## config.mk

```make
export PLATFORM = sky130hd
export DESIGN_NAME = fti_convert
export DESIGN_NICKNAME = d
export VERILOG_FILES = /design/src/rtl/fti_pkg.sv /design/src/rtl/fti_align.sv /design/src/rtl/fti_range.sv /design/src/rtl/fti_pack.sv /design/src/rtl/fti_convert.sv
export SDC_FILE = /design/constraint.sdc
export NUM_CORES = 1
export LEC_CHECK = 0
export ABC_AREA = 1
export BUFFER_PORTS_ARGS = -buffer_cell sky130_fd_sc_hd__buf_2
export CELL_PAD_IN_SITES_DETAIL_PLACEMENT = 0
export CELL_PAD_IN_SITES_GLOBAL_PLACEMENT = 1
export CORE_MARGIN = 2
export CORE_UTILIZATION = 40
export DETAILED_ROUTE_END_ITERATION = 7
export PLACE_DENSITY = 0.85
export SLEW_MARGIN = 10
export SYNTH_ARGS = -nofsm -noshare
export SYNTH_HDL_FRONTEND = slang
export SYNTH_SLANG_ARGS = --single-unit
export TNS_END_PERCENT = 1
```

## constraint.sdc

```tcl
create_clock -name clk -period 6.2 [get_ports clk]
set_clock_uncertainty 0.2 [all_clocks]
set_input_delay 0.93 -clock clk [delete_from_list [all_inputs] [get_ports clk]]
set_output_delay 0.93 -clock clk [all_outputs]
set_load 0.01 [all_outputs]
```

## src/rtl/fti_pkg.sv

```systemverilog
package fti_pkg;

    // Fixed operand format of the unpacked input
    localparam int SIG_W = 64;
    localparam int EXP_W = 12;

    typedef enum logic [2:0] {
        FC_ZERO = 3'd0,
        FC_NUM  = 3'd1,
        FC_INF  = 3'd2,
        FC_QNAN = 3'd3,
        FC_SNAN = 3'd4
    } fclass_e;

    typedef struct packed {
        logic                    sign;
        logic signed [EXP_W-1:0] exp;
        logic [SIG_W-1:0]        sig;
    } fnum_t;

    // Decode helpers for the class field
    function automatic logic cls_is_zero(input logic [2:0] c);
        return fclass_e'(c) == FC_ZERO;
    endfunction

    function automatic logic cls_is_num(input logic [2:0] c);
        return fclass_e'(c) == FC_NUM;
    endfunction

endpackage

```

## src/rtl/fti_align.sv

```systemverilog
// Moves the integer part of the significand into the low INT_W bits
// and folds every discarded bit into a single lost-bits indication.
module fti_align
    import fti_pkg::*;
#(
    parameter int INT_W = 32
) (
    input  logic [SIG_W-1:0]        sig,
    input  logic signed [EXP_W-1:0] exp,
    output logic [INT_W-1:0]        mag,
    output logic                    lost,
    output logic                    exp_big
);
    localparam int SH_W = $clog2(SIG_W);
    localparam logic signed [EXP_W-1:0] EXP_LIM = EXP_W'(INT_W);
    localparam logic [SH_W-1:0] TOP_POS = SH_W'(SIG_W - 1);

    logic [SH_W-1:0]  sh;
    logic [SIG_W-1:0] shifted;
    logic [SIG_W-1:0] drop_mask;

    always_comb begin
        exp_big   = (exp >= EXP_LIM);
        sh        = TOP_POS - exp[SH_W-1:0];
        shifted   = sig >> sh;
        drop_mask = ~({SIG_W{1'b1}} << sh);
        if (exp < 0) begin
            mag  = '0;
            lost = |sig;
        end else if (exp_big) begin
            mag  = '0;
            lost = 1'b0;
        end else begin
            mag  = INT_W'(shifted);
            lost = |(sig & drop_mask);
        end
    end
endmodule

```

## src/rtl/fti_range.sv

```systemverilog
// Asymmetric range test: magnitude must stay below 2^(INT_W-1) + sign.
module fti_range #(
    parameter int INT_W = 32
) (
    input  logic [INT_W-1:0] mag,
    input  logic             sign,
    output logic             ovf
);
    localparam logic [INT_W:0] HALF = (INT_W+1)'(1) << (INT_W - 1);

    logic [INT_W:0] bound;

    always_comb begin
        bound = HALF + (INT_W+1)'(sign);
        ovf   = ({1'b0, mag} >= bound);
    end
endmodule

```

## src/rtl/fti_pack.sv

```systemverilog
// Forms the final two's-complement word, either negated magnitude or
// the saturation value selected by the sign.
module fti_pack #(
    parameter int INT_W = 32
) (
    input  logic [INT_W-1:0] mag,
    input  logic             sign,
    input  logic             sat,
    output logic [INT_W-1:0] res
);
    localparam logic [INT_W-1:0] MAX_POS = {1'b0, {(INT_W-1){1'b1}}};

    always_comb begin
        if (sat)
            res = MAX_POS + INT_W'(sign);
        else if (sign)
            res = -mag;
        else
            res = mag;
    end
endmodule

```

## src/rtl/fti_convert.sv

```systemverilog
module fti_convert
    import fti_pkg::*;
#(
    parameter int INT_W = 32
) (
    input  logic             clk,
    input  logic             rst,
    input  logic             in_valid,
    input  logic [2:0]       in_class,
    input  logic             in_sign,
    input  logic [11:0]      in_exp,
    input  logic [63:0]      in_sig,
    output logic             out_valid,
    output logic [INT_W-1:0] out_int,
    output logic             out_inexact,
    output logic             out_invalid
);
    fnum_t            op;
    logic [INT_W-1:0] mag;
    logic             lost;
    logic             exp_big;
    logic             mag_ovf;
    logic             is_zero;
    logic             is_num;
    logic             sat;
    logic [INT_W-1:0] packed_res;
    logic [INT_W-1:0] nxt_int;
    logic             nxt_inexact;

    always_comb begin
        op.sign = in_sign;
        op.exp  = $signed(in_exp);
        op.sig  = in_sig;
    end

    fti_align #(.INT_W(INT_W)) u_align (
        .sig     (op.sig),
        .exp     (op.exp),
        .mag     (mag),
        .lost    (lost),
        .exp_big (exp_big)
    );

    fti_range #(.INT_W(INT_W)) u_range (
        .mag  (mag),
        .sign (op.sign),
        .ovf  (mag_ovf)
    );

    fti_pack #(.INT_W(INT_W)) u_pack (
        .mag  (mag),
        .sign (op.sign),
        .sat  (sat),
        .res  (packed_res)
    );

    always_comb begin
        is_zero     = cls_is_zero(in_class);
        is_num      = cls_is_num(in_class);
        sat         = !is_zero && (!is_num || exp_big || mag_ovf);
        nxt_inexact = is_num && !sat && lost;
        nxt_int     = is_zero ? '0 : packed_res;
    end

    always_ff @(posedge clk) begin
        if (rst) begin
            out_valid   <= 1'b0;
            out_int     <= '0;
            out_inexact <= 1'b0;
            out_invalid <= 1'b0;
        end else begin
            out_valid   <= in_valid;
            out_int     <= in_valid ? nxt_int : '0;
            out_inexact <= in_valid && nxt_inexact;
            out_invalid <= in_valid && sat;
        end
    end
endmodule

```

==> impl_metrics.tcl <==
set metrics [dict create \
    multi_input_area_um2 4210 \
    min-delay-start "rst" \
    drt_iter0_markers 841 \
    final_util 0.461 \
    globalRouteMet1Util 0.415 \
    die_area_um2 14500 \
    met3_usage 0.0519 \
    synth_fa_ha_area_frac 0.00462 \
    clkSinkCount 35 \
    synth.area.mux_share 0 \
    hold_ws_ns 0.636 \
    worstSetupPathType "in -> reg" \
    cp.arrival_ns 4.50 \
    gp_congestion 0.982 \
    outcome "completed" \
    maxSlewHeadroom 0.201 \
    power.total_mw 0.836 \
    cp_slowest_cell "nand3_2" \
    synth_nets 1127 \
    report.final.slew_viol_count 0 \
    fmax_ghz 0.221 \
    vdd_drop_max_uv 96.7 \
    busiest_layer "met2" \
    yosysTopAreaCellShare 0.257 \
    avgSynthCellArea_um2 5.20 \
    ys_ff_latch 35 \
    clockBufferDepth 2 \
    insertedDiodeCount 0 \
    finalSetupTns_ns 0 \
    rows 42 \
    cp-end-kind "flip-flop" \
    yosysSeqAreaShare 0.129 \
    fin_nets 1195 \
    cts_resized 0 \
    dp_slack_ns 1.48 \
    grt_max_degree 58 \
    cts_tree "yes" \
    fill_cells 1513 \
    hp-class "in -> reg" \
    critPathMostFrequentCell "nand3_1" \
    met2_usage 0.449 \
    min_to "out_valid" \
    synth-compound-area-share 0.124 \
    antenna_left 0 \
    rsz0062_at_grt "no" \
    synth-edff-count 0 \
    placed_area_um2 5970 \
    min_period_ns 4.53 \
    dpl.hpwl_um 17000 \
    tightest_slew_ns 1.20 \
    core_area_um2 13200 \
    drive_gt1_frac 0.144 \
    path_clk_slew_ns 0.05 \
    synth-simple-area-share 0.619 \
    yosysWarnings 0 \
    syn2layout_area_growth_pct 12.8 \
    drc_errors 0 \
    clock-root-buffer "clkbuf_16" \
    power.density_nw_per_um2 137 \
    synth_ff_type "dfxtp_1" \
    routed_via_density 5.83 \
    synthTopCellsByCount "359 x nand2_1, 278 x nand3_1, 70 x nor2_1" \
    synth_xor_area_frac 0.0291 \
    grt_pass1_vias 6599 \
    crit_chain "buf_2 > inv_2 > nand3_1 > nand3_1 > nand3_1 > nand3_1 > nand3_1 > nand2_1 > ha_1 > inv_1 > nor2_1 > nand2_1 > nor2_1 > nand2_1 > nor3_1 > nand2_1 > nand3_2 > nand3_2 > a21oi_1" \
    antenna_found_initial 1 \
    track_usage 0.291 \
    leakagePower_nw 3.18 \
    mappedNetlistArea_um2 5420 \
    drv_cap 0 \
    synth_top_area_cell "nand3_1" \
    fin_cells 1286 \
    synthCells 1042 \
    cp_max_fo 44 \
    synth_area_leaders "nand3_1 26%, nand2_1 25%, dfxtp_1 13%" \
    placed_cells 1279 \
    setup_ws_ns 1.67 \
    critPathMaxStageDelay_ns 0.55 \
    htree_levels 2 \
    design_area_um2 6110 \
    start_util 0.409 \
    postSynth.asyncResetShare 0 \
    wl_um 21800 \
    synth_top_family_by_area "simple AND/OR/NAND/NOR gates" \
    overflow 0 \
    synth.most_common_cell "nand2_1" \
    ys_types 42 \
    wl_per_cell_um 16.9 \
    ff_latch_area_um2 701 \
    hold_viol 0 \
    via_count 7498 \
    setup.worst_path.start_class "input pin" \
    critical_path_required_ns 6.17 \
    numCtsBuffers 5 \
    grt_pass1_wl_um 34300 \
    fp.dieW_um 120 \
    setup_viol 0 \
    holdPathStages 2 \
    firstDrtPassIters 7 \
    cts_setup_buffers 0 \
    io_pins 118 \
    port_buffers 117 \
    fin_crit_sh 0.731 \
    cts_hold_buf 0 \
    die_h_um 120 \
]
==> registers in the layout (all words and copies together) (netlist names) <==
register     count
out_inexact      1
out_int         32
out_invalid      1
out_valid        1
==> cell type report <==
type / count / share of cell area
multi-input cells: 894 / 0.689
flip-flops and latches: 35 / 0.115
repair buffers: 127 / 0.108
well taps: 176 / 0.0360
inverters: 47 / 0.0289
clock buffers: 6 / 0.0227
clock inverters: 1 / 0.000819
==> logic make-up after synthesis <==
kind of cell | count (synthesis)
AOI/OAI and AO/OA | 113
xor gates and xnor gates | 18
adders and majority gates | 2
buffers and inverters | 113
DFF | 35
and+or+nand+nor | 761
==> layer usage <==
metal	up-vias	part of all wire
met5	-	0.00060
li1	3664	-
met3	64	0.11
met4	2	0.032
met1	3312	0.44
met2	456	0.42
==> how the worst max path moves through the flow <==
stage                         start  depth (start not counted)           to  slack (ns)
after floorplan           in_exp[8]                         18  out_int[10]        2.84
after global placement    in_exp[1]                         19  out_int[29]        1.58
after detailed placement  in_exp[1]                         19  out_int[25]        1.48
after CTS                 in_exp[1]                         19  out_int[23]        1.73
after global routing      in_exp[1]                         19  out_int[25]        1.26
final                     in_exp[1]                         19  out_int[23]        1.67
==> power by group <==
| group | internal (mW) | total [mW] | switching, mW |
|---|---|---|---|
| logic | 0.112 | 0.359 | 0.246 |
| clock network | 0.156 | 0.240 | 0.0839 |
| registers | 0.235 | 0.237 | 0.00198 |
==> worst max-delay path, delay by kind of cell <==
kind                       cells  cell delay (ns)
buffers and inverters          3             0.88
adders and majority gates      1             0.32
AOI/OAI and AO/OA              1             0.38
and+or+nand+nor               14             1.96
==> placed cells by master (no fill, tap or decap), drive strengths merged, types with 3 or more instances in the layout <==
| cell | instances |
|---|---|
| dfxtp | 35 |
| xor2 | 14 |
| nor3 | 6 |
| o21bai | 3 |
| clkinv | 3 |
| buf | 127 |
| nand3 | 282 |
| clkbuf | 6 |
| xnor2 | 4 |
| nor4 | 16 |
| nor2 | 72 |
| a21boi | 3 |
| o21ai | 56 |
| nand4 | 16 |
| nand3b | 5 |
| inv | 45 |
| nand2 | 361 |
| a21oi | 37 |
No activity file was read; power rests on OpenSTA's default activity.
